<file path="src/rtl/level_link_pkg.sv">
package level_link_pkg;

  // Strobes from control to datapath
  typedef struct packed {
    logic push;      // accept inLevel into the queue
    logic pop;       // move queue head into the send register
    logic loadHold;  // copy send register into the hold register
    logic flagOvf;   // write arrived while the queue was full
  } llStrobes_t;

  typedef enum logic [1:0] {
    SEND_IDLE = 2'd0,
    SEND_REQ  = 2'd1,
    SEND_WAIT = 2'd2
  } sendState_t;

  typedef enum logic {
    RECV_IDLE = 1'b0,
    RECV_ACK  = 1'b1
  } recvState_t;

endpackage

</file>
<file path="src/rtl/level_link_ctrl.sv">
module level_link_ctrl
  import level_link_pkg::*;
(
  input  logic       clk,
  input  logic       rstN,
  input  logic       inValid,
  input  logic       fifoEmpty,
  input  logic       fifoFull,
  output llStrobes_t strobes,
  output logic       req
);

  sendState_t sendState, sendNext;
  recvState_t recvState, recvNext;
  logic       ack;

  assign req = (sendState == SEND_REQ);
  assign ack = (recvState == RECV_ACK);

  always_comb begin
    strobes.push     = inValid & ~fifoFull;
    strobes.flagOvf  = inValid & fifoFull;
    strobes.pop      = (sendState == SEND_IDLE) & ~fifoEmpty;
    strobes.loadHold = (recvState == RECV_IDLE) & req;
  end

  // Sender: fetch, raise request, wait for ack, drop request, wait ack low
  always_comb begin
    sendNext = sendState;
    unique case (sendState)
      SEND_IDLE: if (!fifoEmpty) sendNext = SEND_REQ;
      SEND_REQ:  if (ack)        sendNext = SEND_WAIT;
      SEND_WAIT: if (!ack)       sendNext = SEND_IDLE;
      default:                   sendNext = SEND_IDLE;
    endcase
  end

  // Receiver: latch on request, hold ack until request drops
  always_comb begin
    recvNext = recvState;
    unique case (recvState)
      RECV_IDLE: if (req)  recvNext = RECV_ACK;
      RECV_ACK:  if (!req) recvNext = RECV_IDLE;
      default:             recvNext = RECV_IDLE;
    endcase
  end

  always_ff @(posedge clk) begin
    if (!rstN) begin
      sendState <= SEND_IDLE;
      recvState <= RECV_IDLE;
    end else begin
      sendState <= sendNext;
      recvState <= recvNext;
    end
  end

  // request held until acknowledged
  assert_req_held_R4: assert property (@(posedge clk) disable iff (!rstN)
    (req && !ack) |=> req);

  // acknowledge only rises while request is up
  assert_ack_after_req_R4: assert property (@(posedge clk) disable iff (!rstN)
    $rose(ack) |-> req);

  // acknowledge drops only after request has dropped
  assert_ack_fall_order_R4: assert property (@(posedge clk) disable iff (!rstN)
    $fell(ack) |-> !req);

endmodule

</file>
<file path="src/rtl/level_link_dp.sv">
module level_link_dp
  import level_link_pkg::*;
#(
  parameter int              DATA_W        = 8,
  parameter int              DEPTH         = 4,
  parameter logic [DATA_W-1:0] DEFAULT_LEVEL = 8'h5A
) (
  input  logic              clk,
  input  logic              rstN,
  input  llStrobes_t        strobes,
  input  logic              req,
  input  logic [DATA_W-1:0] inLevel,
  output logic              fifoEmpty,
  output logic              fifoFull,
  output logic [DATA_W-1:0] outLevel,
  output logic              overflow
);

  localparam int PTR_W = (DEPTH > 1) ? $clog2(DEPTH) : 1;
  localparam int CNT_W = $clog2(DEPTH + 1);
  localparam logic [PTR_W-1:0] LAST_PTR = PTR_W'(DEPTH - 1);
  localparam logic [CNT_W-1:0] FULL_CNT = CNT_W'(DEPTH);

  logic [DATA_W-1:0] mem [DEPTH];
  logic [PTR_W-1:0]  wrPtr, rdPtr;
  logic [CNT_W-1:0]  count;
  logic [DATA_W-1:0] sendData;
  logic [DATA_W-1:0] holdQ;
  logic              overflowQ;

  function automatic logic [PTR_W-1:0] bump(input logic [PTR_W-1:0] p);
    return (p == LAST_PTR) ? '0 : p + 1'b1;
  endfunction

  assign fifoEmpty = (count == '0);
  assign fifoFull  = (count == FULL_CNT);
  assign outLevel  = holdQ;
  assign overflow  = overflowQ;

  always_ff @(posedge clk) begin
    if (strobes.push) mem[wrPtr] <= inLevel;
  end

  always_ff @(posedge clk) begin
    if (!rstN) begin
      wrPtr     <= '0;
      rdPtr     <= '0;
      count     <= '0;
      sendData  <= DEFAULT_LEVEL;
      holdQ     <= DEFAULT_LEVEL;
      overflowQ <= 1'b0;
    end else begin
      if (strobes.push) wrPtr <= bump(wrPtr);
      if (strobes.pop) begin
        rdPtr    <= bump(rdPtr);
        sendData <= mem[rdPtr];
      end
      if (strobes.push && !strobes.pop)      count <= count + 1'b1;
      else if (strobes.pop && !strobes.push) count <= count - 1'b1;
      if (strobes.loadHold) holdQ <= sendData;
      if (strobes.flagOvf)  overflowQ <= 1'b1;
    end
  end

  // occupancy never exceeds the depth
  assert_no_overflow_R8: assert property (@(posedge clk) disable iff (!rstN)
    count <= FULL_CNT);

  // overflow flag is sticky
  assert_ovf_sticky_R8: assert property (@(posedge clk) disable iff (!rstN)
    overflowQ |=> overflowQ);

  // data presented with a request stays stable while request is held
  assert_send_stable_R4: assert property (@(posedge clk) disable iff (!rstN)
    (req && $past(req)) |-> $stable(sendData));

  // output only changes on a delivery
  assert_hold_stable_R5: assert property (@(posedge clk) disable iff (!rstN)
    !strobes.loadHold |=> $stable(holdQ));

endmodule

</file>
<file path="src/rtl/level_link.sv">
module level_link
  import level_link_pkg::*;
#(
  parameter int                DATA_W        = 8,
  parameter int                DEPTH         = 4,
  parameter logic [DATA_W-1:0] DEFAULT_LEVEL = 8'h5A
) (
  input  logic              clk,
  input  logic              rstN,
  input  logic              inValid,
  input  logic [DATA_W-1:0] inLevel,
  output logic [DATA_W-1:0] outLevel,
  output logic              overflow
);

  llStrobes_t strobes;
  logic       req;
  logic       fifoEmpty;
  logic       fifoFull;

  level_link_ctrl u_ctrl (
    .clk       (clk),
    .rstN      (rstN),
    .inValid   (inValid),
    .fifoEmpty (fifoEmpty),
    .fifoFull  (fifoFull),
    .strobes   (strobes),
    .req       (req)
  );

  level_link_dp #(
    .DATA_W        (DATA_W),
    .DEPTH         (DEPTH),
    .DEFAULT_LEVEL (DEFAULT_LEVEL)
  ) u_dp (
    .clk       (clk),
    .rstN      (rstN),
    .strobes   (strobes),
    .req       (req),
    .inLevel   (inLevel),
    .fifoEmpty (fifoEmpty),
    .fifoFull  (fifoFull),
    .outLevel  (outLevel),
    .overflow  (overflow)
  );

endmodule

</file>
<file path="config.mk">
export PLATFORM = sky130hd
export DESIGN_NAME = level_link
export DESIGN_NICKNAME = d
export VERILOG_FILES = /design/src/rtl/level_link_pkg.sv /design/src/rtl/level_link_ctrl.sv /design/src/rtl/level_link_dp.sv /design/src/rtl/level_link.sv
export SDC_FILE = /design/constraint.sdc
export NUM_CORES = 1
export LEC_CHECK = 0
export ABC_AREA = 1
export CAP_MARGIN = 25
export CORE_MARGIN = 10
export CORE_UTILIZATION = 35
export DETAILED_ROUTE_END_ITERATION = 10
export DONT_BUFFER_PORTS = 1
export GPL_ROUTABILITY_DRIVEN = 0
export PLACE_DENSITY = 0.6
export SLEW_MARGIN = 20
export SYNTH_ARGS = -nofsm -noshare
export SYNTH_HDL_FRONTEND = slang
export SYNTH_HIERARCHICAL = 1
export SYNTH_SLANG_ARGS = --single-unit
</file>
<file path="constraint.sdc">
create_clock -name clk -period 2.46 [get_ports clk]
set_clock_uncertainty 0.2 [all_clocks]
set_input_delay 0.369 -clock clk [delete_from_list [all_inputs] [get_ports clk]]
set_output_delay 0.369 -clock clk [all_outputs]
set_load 0.1 [all_outputs]
</file>
==> impl_results.md <==
- Outcome: finished clean
- Fillers: 676
- Clk buf depth: 2
- Multi-input logic area: 742 um2
- Sequential Area: 0.00150 mm2
- Overflow after GRT: 0
- Worst path most repeated cell: nand2_1
- WHS Endpoint: u_dp/overflow
- Core Area: 0.00683 mm2
- CTS tree: yes
- Antenna violations before repair: 0
- Final wirelength: 4430 um
- Top-count cell post-synth: nand2_1
- Pwr dens: 1260 mW/mm2
- Hold path depth: 4
- Postcts setup bufs: 0
- Max-slew violations: 0
- RSZ-0062 raised after global routing: no
- Flop2flop setup slack: 0.27 ns
- Clk Latency, worst-skew pair: 0.33 ns
- Placed cells: 354
- Fmax: 457 MHz
- Layout cells sized above 1: 14.5%
- Worst IR Drop VDD: 0.000386 V
- Reg-to-Reg End: u_dp/count[2]
- Number of flops mapped to enable cells by yosys: 32
- Yosys top cell area share: 38.9%
- Critical path arrival: 2.22 ns
- Worst-path clk slew: 0.06 ns
- First-pass GRT wire length: 7470 um
- Setup_tns: 0 ns
- Period utilization: 89.0%
- Post-synthesis sequential area ratio: 60.7%
- FFs w/ async S/R, synth: 0%
- Netlist cell types: 24
- Non-Filler Instances: 378
- Die area: 0.0108 mm2
- Pleak: 1.25 nW
- Post-Place Worst Slack: 0.292 ns
- Largest net degree at the start of global routing: 19
- Final hold violations: 0
- DR pass1 iterations: 4
- Max-Cap Viols: 0
- Clock period minus worst slack: 2.19 ns
- Chip height: 104 um
- RR Startpoint: u_dp/count[0]
- Startpoint Class: flop
- Synthesized area: 0.00247 mm2
- WL/cell: 11.7 um
- Post-synth top area cell: edfxtp_1
- Crit-path max FO: 9
- Cells along the critical path: nor3_1 > nor2_1 > nand2_1 > inv_1 > inv_2 > ha_1 > inv_1 > fa_1 > inv_1 > nand2_1 > nand3_1 > nand2_1 > nand2_1 > nor2_1
- Vias in the first global route: 1554
- Worst setup EP type: flop
- Worst hold slack: 0.0468 ns
- Number of routed nets with antenna violations: 0
- Number of port buffers: 0
- CTS H-tree depth: 3
- Setup violations, final: 0
- Final Core Density: 41.6%
- Clk sinks: 59
- Worst Reg2Reg Path Length in Cells: 14
- Crit Path Category: flop to flop
- CP max stage delay: 0.39 ns
- Vias: 1620
- Hold path startpoint: inValid
- Antenna Diode Count: 0
- Via/cell ratio: 4.29
- Syn_area_per_cell: 9.73 um2
- Worst Path Required: 2.49 ns
- Crit-path slowest cell: fa_1
- Initial DRC count: 55
- Most used DFF post-synth: edfxtp_1
- Worst setup slack after layout: 0.270 ns
- Die X-Extent: 104 um
- Mapped Cells: 254
- Initial Util: 36.2%
- Syn-to-layout area delta: 14.8%
- #FFs+latches synth: 59
- Largest cells by area after synthesis: edfxtp_1 (39%), dfxtp_1 (22%), nand2_1 (9.3%)
- Num CTS Buffers: 9
- Final HPWL DP: 2960 um
- Worst Hold Class: input pin to flop
- Worst Max-Slew Pin Slew: 0.569 ns
- Ports: 20
- Post-cts resize count: 0
- Total track usage: 8.77%
- Syn nets: 272
- Root Driver: clkbuf_8
- Yosys warns: 6
- Worst rel slew slack: 62.0%
- Synth top cells by count: nand2_1 (61), inv_1 (34), edfxtp_1 (32)
- Row count: 30
- # DRC: 0
- Nets: 296
cells by family after synthesis:
logic type / share of synthesized area (%)
xor gates and xnor gates: 0.354
DFF: 60.7
buffers and inverters: 9.26
AOI/OAI and AO/OA: 5.62
and+or+nand+nor: 20.2
adders and majority gates: 3.85
worst max-delay path: cells and delay by family, from the launching register on:
family                     cells  cell delay (ns)
adders and majority gates      2             0.57
and+or+nand+nor                8             0.61
buffers and inverters          4             0.35
DFF                            1             0.36
stage by stage:
stage                     cell area [um2]  total power (W)
after global routing                 2840          0.00388
after floorplan                      2470          0.00269
after global placement               2600          0.00289
after CTS                            2840          0.00363
final                                2840          0.00359
after detailed placement             2600          0.00291
sequential cells by signal (all words and copies together), names as in the netlist:
register and count:
u_dp/sendData 8, u_dp/count 3, u_dp/mem 32, u_dp/rdPtr 2, u_ctrl/ack 1, u_dp/outLevel 8, u_dp/wrPtr 2, u_ctrl/sendState 2
u_dp/overflow 1
cells in the final DEF, fill, tap and decap left out:
cell and n:
a21oi_1 8, a21oi_2 5, buf_4 11, clkbuf_1 1, clkbuf_8 9, clkinv_1 3
clkinv_2 2, dfxtp_1 27, dlygate4sd3_1 9, edfxtp_1 32, fa_1 1, ha_1 6
inv_1 34, inv_2 4, inv_8 1, nand2_1 61, nand2_2 7, nand3_1 21
nand3b_1 1, nor2_1 22, nor2_2 1, nor3_1 3, nor3_2 1, o21ai_0 11
xor2_1 1
power by group:
| group | switching, W | internal, W | total (W) |
|---|---|---|---|
| clock network | 0.000339 | 0.000345 | 0.000684 |
| registers | 0.000172 | 0.00127 | 0.00145 |
| logic | 0.00104 | 0.000421 | 0.00146 |
worst max-delay path by stage:
| stage | from | endpoint | slack, ns | depth (start not counted) |
|---|---|---|---|---|
| after detailed placement | u_dp/count[0] | u_dp/count[2] | 0.29 | 14 |
| final | u_dp/count[0] | u_dp/count[2] | 0.27 | 14 |
| after global routing | u_dp/count[0] | u_dp/count[2] | 0.08 | 14 |
| after floorplan | u_dp/count[0] | u_dp/count[2] | 0.44 | 14 |
| after CTS | u_dp/count[0] | u_dp/count[2] | 0.25 | 14 |
| after global placement | u_dp/count[0] | u_dp/count[2] | 0.35 | 14 |
metal layers:
| layer | global-route usage [%] | part of all wire (%) | up-vias |
|---|---|---|---|
| met3 | 4.21 | 4.5 | 4 |
| met2 | 13.1 | 46 | 27 |
| met4 | 4.47 | 1.3 | 0 |
| met5 | 0 | 0 | - |
| met1 | 10.3 | 48 | 730 |
| li1 | - | - | 859 |
area by class of cell:
class | count | area share, %
clock inverters | 5 | 0.749
inverters | 39 | 5.42
repair buffers | 20 | 6.08
multi-input cells | 149 | 26.1
flip-flops and latches | 59 | 52.9
well taps | 96 | 4.23
clock buffers | 10 | 4.50
repair_timing:
action / 4_1_cts / 5_1_grt
setup endpoints to repair: 0 / 0
hold buffers: 9 / 0
hold endpoints to repair: 51 / 0
Note: power is estimated with default switching activity, not from simulation.
